File: src/rtl/tmr_evt_pkg.sv
package tmr_evt_pkg;
  localparam int NSRC    = 3;
  localparam int SRC_OVF = 0;
  localparam int SRC_CMP = 1;
  localparam int SRC_CAP = 2;

  localparam int OFS_CMP = 'h10;
  localparam int OFS_CAP = 'h12;
  localparam int OFS_CNT = 'h14;
  localparam int OFS_FLG = 'h18;
  localparam int OFS_MSK = 'h1A;
endpackage

File: src/rtl/tmr_evt_counter.sv
module tmr_evt_counter #(
  parameter int CNT_W = 16
) (
  input  logic             clk,
  input  logic             rst_n,
  input  logic             en_i,
  input  logic             ld_i,
  input  logic [CNT_W-1:0] ld_val_i,
  output logic [CNT_W-1:0] cnt_o,
  output logic             tick_o,
  output logic             top_o
);
  localparam logic [CNT_W-1:0] TOP_VAL = '1;

  function automatic logic [CNT_W-1:0] step(input logic [CNT_W-1:0] v);
    return v + CNT_W'(1);
  endfunction

  logic [CNT_W-1:0] cnt_q;

  // counting is blocked in a cycle that loads the counter
  assign tick_o = en_i & ~ld_i;
  assign top_o  = tick_o & (cnt_q == TOP_VAL);
  assign cnt_o  = cnt_q;

  always_ff @(posedge clk or negedge rst_n) begin
    if (!rst_n)      cnt_q <= '0;
    else if (ld_i)   cnt_q <= ld_val_i;
    else if (en_i)   cnt_q <= step(cnt_q);
  end

  // advancing from the top value lands on zero
  p_wrap_r11: assert property (@(posedge clk) disable iff (!rst_n)
    top_o |=> (cnt_q == '0));
endmodule

File: src/rtl/tmr_evt_flags.sv
module tmr_evt_flags #(
  parameter int N = 3
) (
  input  logic         clk,
  input  logic         rst_n,
  input  logic [N-1:0] set_i,
  input  logic [N-1:0] clr_i,
  output logic [N-1:0] flag_o
);
  // a set in the same cycle as a clear keeps the flag
  function automatic logic upd(input logic f, input logic s, input logic c);
    return s | (f & ~c);
  endfunction

  logic [N-1:0] flag_q;

  for (genvar i = 0; i < N; i++) begin : g_bit
    always_ff @(posedge clk or negedge rst_n) begin
      if (!rst_n) flag_q[i] <= 1'b0;
      else        flag_q[i] <= upd(flag_q[i], set_i[i], clr_i[i]);
    end
  end

  assign flag_o = flag_q;

  p_set_wins_r9: assert property (@(posedge clk) disable iff (!rst_n)
    (|set_i) |=> ((flag_q & $past(set_i)) == $past(set_i)));

  p_w1c_r6: assert property (@(posedge clk) disable iff (!rst_n)
    (|(clr_i & ~set_i)) |=> ((flag_q & $past(clr_i & ~set_i)) == '0));

  p_hold_r6: assert property (@(posedge clk) disable iff (!rst_n)
    ((set_i == '0) && (clr_i == '0)) |=> $stable(flag_q));
endmodule

File: src/rtl/tmr_evt_irq.sv
module tmr_evt_irq #(
  parameter int N = 3
) (
  input  logic [N-1:0] flag_i,
  input  logic [N-1:0] mask_i,
  input  logic         gie_i,
  output logic [N-1:0] irq_o
);
  function automatic logic [N-1:0] gate(input logic [N-1:0] f,
                                        input logic [N-1:0] m,
                                        input logic g);
    return f & m & {N{g}};
  endfunction

  assign irq_o = gate(flag_i, mask_i, gie_i);
endmodule

File: src/rtl/tmr_evt_unit.sv
module tmr_evt_unit
  import tmr_evt_pkg::*;
#(
  parameter int CNT_W  = 16,
  parameter int ADDR_W = 6
) (
  input  logic              clk,
  input  logic              rst_n,
  input  logic              cnt_en,
  input  logic              cap_evt,
  input  logic              gie,
  input  logic [ADDR_W-1:0] bus_addr,
  input  logic              bus_wr,
  input  logic [CNT_W-1:0]  bus_wdata,
  output logic [CNT_W-1:0]  bus_rdata,
  input  logic [NSRC-1:0]   vec_ack,
  output logic [NSRC-1:0]   irq
);
  localparam int PAD_W = CNT_W - NSRC;

  localparam logic [ADDR_W-1:0] A_CMP = ADDR_W'(OFS_CMP);
  localparam logic [ADDR_W-1:0] A_CAP = ADDR_W'(OFS_CAP);
  localparam logic [ADDR_W-1:0] A_CNT = ADDR_W'(OFS_CNT);
  localparam logic [ADDR_W-1:0] A_FLG = ADDR_W'(OFS_FLG);
  localparam logic [ADDR_W-1:0] A_MSK = ADDR_W'(OFS_MSK);

  // write decode
  logic wr_cmp, wr_cap, wr_cnt, wr_flg, wr_msk;
  assign wr_cmp = bus_wr & (bus_addr == A_CMP);
  assign wr_cap = bus_wr & (bus_addr == A_CAP);
  assign wr_cnt = bus_wr & (bus_addr == A_CNT);
  assign wr_flg = bus_wr & (bus_addr == A_FLG);
  assign wr_msk = bus_wr & (bus_addr == A_MSK);

  // counter
  logic [CNT_W-1:0] cnt_q;
  logic             cnt_tick;
  logic             ovf_evt;

  tmr_evt_counter #(.CNT_W(CNT_W)) u_cnt (
    .clk      (clk),
    .rst_n    (rst_n),
    .en_i     (cnt_en),
    .ld_i     (wr_cnt),
    .ld_val_i (bus_wdata),
    .cnt_o    (cnt_q),
    .tick_o   (cnt_tick),
    .top_o    (ovf_evt)
  );

  // compare register and delayed match
  logic [CNT_W-1:0] cmp_q;
  logic             match_evt;
  logic             cmp_hit_q;

  assign match_evt = cnt_tick & (cnt_q == cmp_q);

  always_ff @(posedge clk or negedge rst_n) begin
    if (!rst_n) begin
      cmp_q     <= '0;
      cmp_hit_q <= 1'b0;
    end else begin
      if (wr_cmp) cmp_q <= bus_wdata;
      cmp_hit_q <= match_evt;
    end
  end

  // capture register, hardware load first
  logic [CNT_W-1:0] cap_q;

  always_ff @(posedge clk or negedge rst_n) begin
    if (!rst_n)       cap_q <= '0;
    else if (cap_evt) cap_q <= cnt_q;
    else if (wr_cap)  cap_q <= bus_wdata;
  end

  // mask register
  logic [NSRC-1:0] mask_q;

  always_ff @(posedge clk or negedge rst_n) begin
    if (!rst_n)      mask_q <= '0;
    else if (wr_msk) mask_q <= bus_wdata[NSRC-1:0];
  end

  // flag set and clear vectors
  logic [NSRC-1:0] set_vec;
  logic [NSRC-1:0] clr_vec;
  logic [NSRC-1:0] flag_q;

  always_comb begin
    set_vec          = '0;
    set_vec[SRC_CAP] = cap_evt;
    set_vec[SRC_CMP] = cmp_hit_q;
    set_vec[SRC_OVF] = ovf_evt;
  end

  assign clr_vec = (wr_flg ? bus_wdata[NSRC-1:0] : '0) | vec_ack;

  tmr_evt_flags #(.N(NSRC)) u_flags (
    .clk    (clk),
    .rst_n  (rst_n),
    .set_i  (set_vec),
    .clr_i  (clr_vec),
    .flag_o (flag_q)
  );

  tmr_evt_irq #(.N(NSRC)) u_irq (
    .flag_i (flag_q),
    .mask_i (mask_q),
    .gie_i  (gie),
    .irq_o  (irq)
  );

  // read mux
  always_comb begin
    case (bus_addr)
      A_CMP:   bus_rdata = cmp_q;
      A_CAP:   bus_rdata = cap_q;
      A_CNT:   bus_rdata = cnt_q;
      A_FLG:   bus_rdata = {{PAD_W{1'b0}}, flag_q};
      A_MSK:   bus_rdata = {{PAD_W{1'b0}}, mask_q};
      default: bus_rdata = '0;
    endcase
  end

  p_cap_copy_r3: assert property (@(posedge clk) disable iff (!rst_n)
    cap_evt |=> (cap_q == $past(cnt_q)));

  p_cmp_late_r4: assert property (@(posedge clk) disable iff (!rst_n)
    match_evt |=> ##1 flag_q[SRC_CMP]);

  p_ovf_flag_r5: assert property (@(posedge clk) disable iff (!rst_n)
    ovf_evt |=> flag_q[SRC_OVF]);

  p_irq_gate_r8: assert property (@(posedge clk) disable iff (!rst_n)
    (|irq) |-> (gie && (|(flag_q & mask_q))));

  p_rsvd_r2: assert property (@(posedge clk) disable iff (!rst_n)
    ((bus_addr == A_FLG) || (bus_addr == A_MSK)) |-> (bus_rdata[CNT_W-1:NSRC] == '0));
endmodule

File: config.mk
export PLATFORM = sky130hd
export DESIGN_NAME = tmr_evt_unit
export DESIGN_NICKNAME = d
export VERILOG_FILES = /design/src/rtl/tmr_evt_pkg.sv /design/src/rtl/tmr_evt_counter.sv /design/src/rtl/tmr_evt_flags.sv /design/src/rtl/tmr_evt_irq.sv /design/src/rtl/tmr_evt_unit.sv
export SDC_FILE = /design/constraint.sdc
export NUM_CORES = 1
export LEC_CHECK = 0
export BUFFER_PORTS_ARGS = -buffer_cell sky130_fd_sc_hd__buf_2
export CAP_MARGIN = 20
export CORE_MARGIN = 2
export CORE_UTILIZATION = 58
export CTS_CLUSTER_SIZE = 16
export DETAILED_ROUTE_END_ITERATION = 10
export GPL_ROUTABILITY_DRIVEN = 0
export PLACE_DENSITY = 0.9
export SLEW_MARGIN = 20
export SYNTH_ARGS = -nofsm -noshare
export SYNTH_HDL_FRONTEND = slang
export SYNTH_SLANG_ARGS = --single-unit
File: constraint.sdc
create_clock -name clk -period 3.52 [get_ports clk]
set_clock_uncertainty 0.05 [all_clocks]
set_input_delay 0.528 -clock clk [delete_from_list [all_inputs] [get_ports clk]]
set_output_delay 0.528 -clock clk [all_outputs]
set_load 0.02 [all_outputs]
==> results by group <==
Routing
  – First drt pass iteration count: 7
  – Via count: roughly 2500
  – Routed WL: 7090 um
  – ANT nets after route: 0
  – Starting DRT DRC Count: 326
  – Via density: 6.02
  – Post-DR wirelength/cell: 17.0 um
  – Drc violations: 0

Worst setup path
  – Critical path class: input port to output pin
  – Startpoint types: input port
  – Worst EP arrival: 2.04 ns
  – CP Max Fanout: 16
  – CP Capture Type: output pin
  – Reg2Reg Depth: 4
  – Worst Path Required: 2.94 ns

Logic synthesis
  – Synth area leader: dfrtp_1
  – Top-count cell post-synth: dfrtp_1
  – Post-synth cell types: 34
  – Gate Count Post-Synth: 313
  – Syn_area_per_cell: 9.93 sq um
  – Synthesized cell area: between 0.003 and 0.004 sq mm
  – Number of enable-type register cells in the synthesized netlist: 0
  – Seq/Total Area, Yosys: between 40% and 50%
  – Area share of the largest cell type after synthesis: 44.3%
  – Most used DFF post-synth: dfrtp_1
  – FFs w/ async S/R, synth: 100%
  – Warnings, synthesis: 0
  – Synth area leaders: dfrtp_1 44%, xnor2_1 6.8%, mux2i_1 5.5%, mux2_4 4.8%, a222oi_1 4.2%
  – Yosys reg bits: 55
  – Most frequent cells after synthesis: 55 x dfrtp_1, 27 x nand2_1, 24 x clkbuf_1, 24 x xnor2_1, 21 x nor2_1
  – Synth Net Count: 345

Clock tree
  – Clock buffer depth: 2
  – Sink Count: 55
  – Num CTS Buffers: 5
  – Setup Buffers After CTS: 0
  – CTS resizes: 0
  – Hold-fix buffers, CTS: 0
  – CTS tree: done
  – Clk slew on worst S/H paths: 0.10 ns
  – # H-tree levels: 2
  – Clk Latency, worst-skew pair: 0.31 ns
  – Root Driver: clkbuf_8

Timing
  – Hold_ws: 0.255 ns
  – Worst slew pin tran: 0.832 ns
  – Setup tns final: 0 ns
  – Tcrit/Tclk final: 74.5%
  – Setup violators final: 0
  – Max-slew violation count: 0
  – Max Fclk: roughly 0.38 GHz
  – Max-slew headroom: 44.5%
  – Unrepaired setup endpoints after global routing: false
  – Final worst slack: around 0.90 ns
  – Crit path time final: 2.62 ns
  – Fin. Hold Viols: 0

Power
  – LEAKAGE: 1.71 nW
  – Tot Pwr: 0.00172 W
  – VDD IR-drop max: 0.291 mV
  – PD cells: about 500 mW/mm^2

Place
  – Area post-placement: between 0.003 and 0.004 sq mm
  – Dpl ws: 0.924 ns
  – I/O Buffers: 49
  – Post-DP HPWL: 4840 um

Global route
  – Gr ovfl total: 0
  – Total GRT Usage: between 20% and 30%
  – Largest net degree at the start of global routing: 37
  – Initial antenna violation count: 0
  – First-pass GRT wire length: 12000 um
  – Vias in the first global route: 2419

Finish
  – Layout area overhead: 11.2%
  – Layout cells sized above 1: 25.9%
  – Filler Cell Count: 430
  – N_diodes: 0
  – Fin nets: 379
  – Final Instance Area: 0.00346 sq mm

Die
  – Num rows: 26
  – Die height: 77.2 um
  – Core area: 0.00514 sq mm
  – Die area: 0.00596 sq mm
  – # IOs: 50
  – Starting Density: 60.5%
  – Die width: approximately 77 um

Status
  – Status: finished, final reports clean

Worst hold path
  – HP Class: input port to asynchronous set/reset pin

Flow run
  – Max_cap viols: 0
-- worst max-delay path, cell delays in order --
cell and delay (ns):
buf_2 0.11, or4b_4 0.57, nor3b_2 0.20, buf_4 0.26, a22oi_1 0.12, nand2_1 0.08
buf_2 0.16
-- state kept, by name, indices dropped and copies added, names as in the netlist --
name            count
cap_q              16
cmp_hit_q           1
cmp_q              16
mask_q              3
u_cnt.cnt_o        16
u_flags.flag_o      3
-- cells in the final DEF, fill, tap and decap left out --
cell / n
nand4bb_1: 1
ha_1: 1
a31o_2: 2
inv_1: 18
and2_0: 1
nand2_4: 1
and3_1: 3
nor4_1: 7
o31a_2: 1
nor4b_1: 1
nor3b_2: 1
or4b_4: 1
nor2_1: 21
clkinv_2: 1
nor4bb_1: 1
clkbuf_8: 5
mux2_4: 10
a21oi_1: 17
mux2i_1: 17
buf_4: 5
nand4_1: 8
nor3_1: 5
nand2_1: 27
clkinvlp_4: 2
xor2_1: 7
o21ai_0: 17
dfrtp_1: 55
nor3_4: 1
a211o_1: 1
xnor2_1: 24
nand3_1: 6
a22oi_1: 6
nand2b_1: 1
a222oi_1: 13
mux2_2: 11
buf_2: 49
-- layout make-up --
cell class                      count  area [sq um]  share of cell area (%)
Clock buffer                        5          68.8                    1.99
Clock inverter                      3          20.0                   0.579
Inverter                           18          67.6                    1.95
Multi-Input combinational cell    213          1550                    45.0
Sequential cell                    55          1380                    39.8
Tap cell                           70          87.6                    2.53
Timing Repair Buffer               54           283                    8.18
-- per-stage QoR --
step                      cells  utilization, %
after floorplan             313               -
after detailed placement    410            65.5
after global routing        418            67.3
after CTS                   418            67.2
after global placement      410            65.5
final                       418            67.3
-- routing by layer --
| metal | share of wire [%] | GRT usage [%] |
|---|---|---|
| met5 | 0 | 0 |
| met2 | 48 | 40.2 |
| met3 | 6.6 | 4.24 |
| met4 | 1.3 | 7.86 |
| met1 | 44 | 35.8 |
-- cell families after synthesis --
family | Yosys count | synth area share (%)
AO/OA/AOI/OAI | 57 | 12.2
flip-flops | 55 | 44.3
multiplexers | 38 | 14.3
buffers and inverters | 45 | 5.76
XOR/XNOR | 31 | 8.74
adder cells (fa/ha/maj) | 1 | 0.403
AND/OR/NAND/NOR | 86 | 14.3
-- report_power, final --
group | switching, W | internal, W
Sequential | 0.000188 | 0.000761
Clock | 0.000210 | 0.000139
Combinational | 0.000196 | 0.000224
-- final timing paths --
check / startpoint / slack [ns] / to
worst max-delay path: bus_addr[3] / 0.90 / bus_rdata[2]
worst min-delay path: rst_n / 0.25 / cap_q[3]
worst max register to register: u_cnt.cnt_o[3] / 1.74 / u_cnt.cnt_o[12]
worst min register to register: cap_q[7] / 0.44 / cap_q[7]
max in group asynchronous: rst_n / 2.36 / cmp_q[14]
min in group clk: vec_ack[2] / 0.41 / u_flags.flag_o[2]
Power figures use the tool's default switching activity.
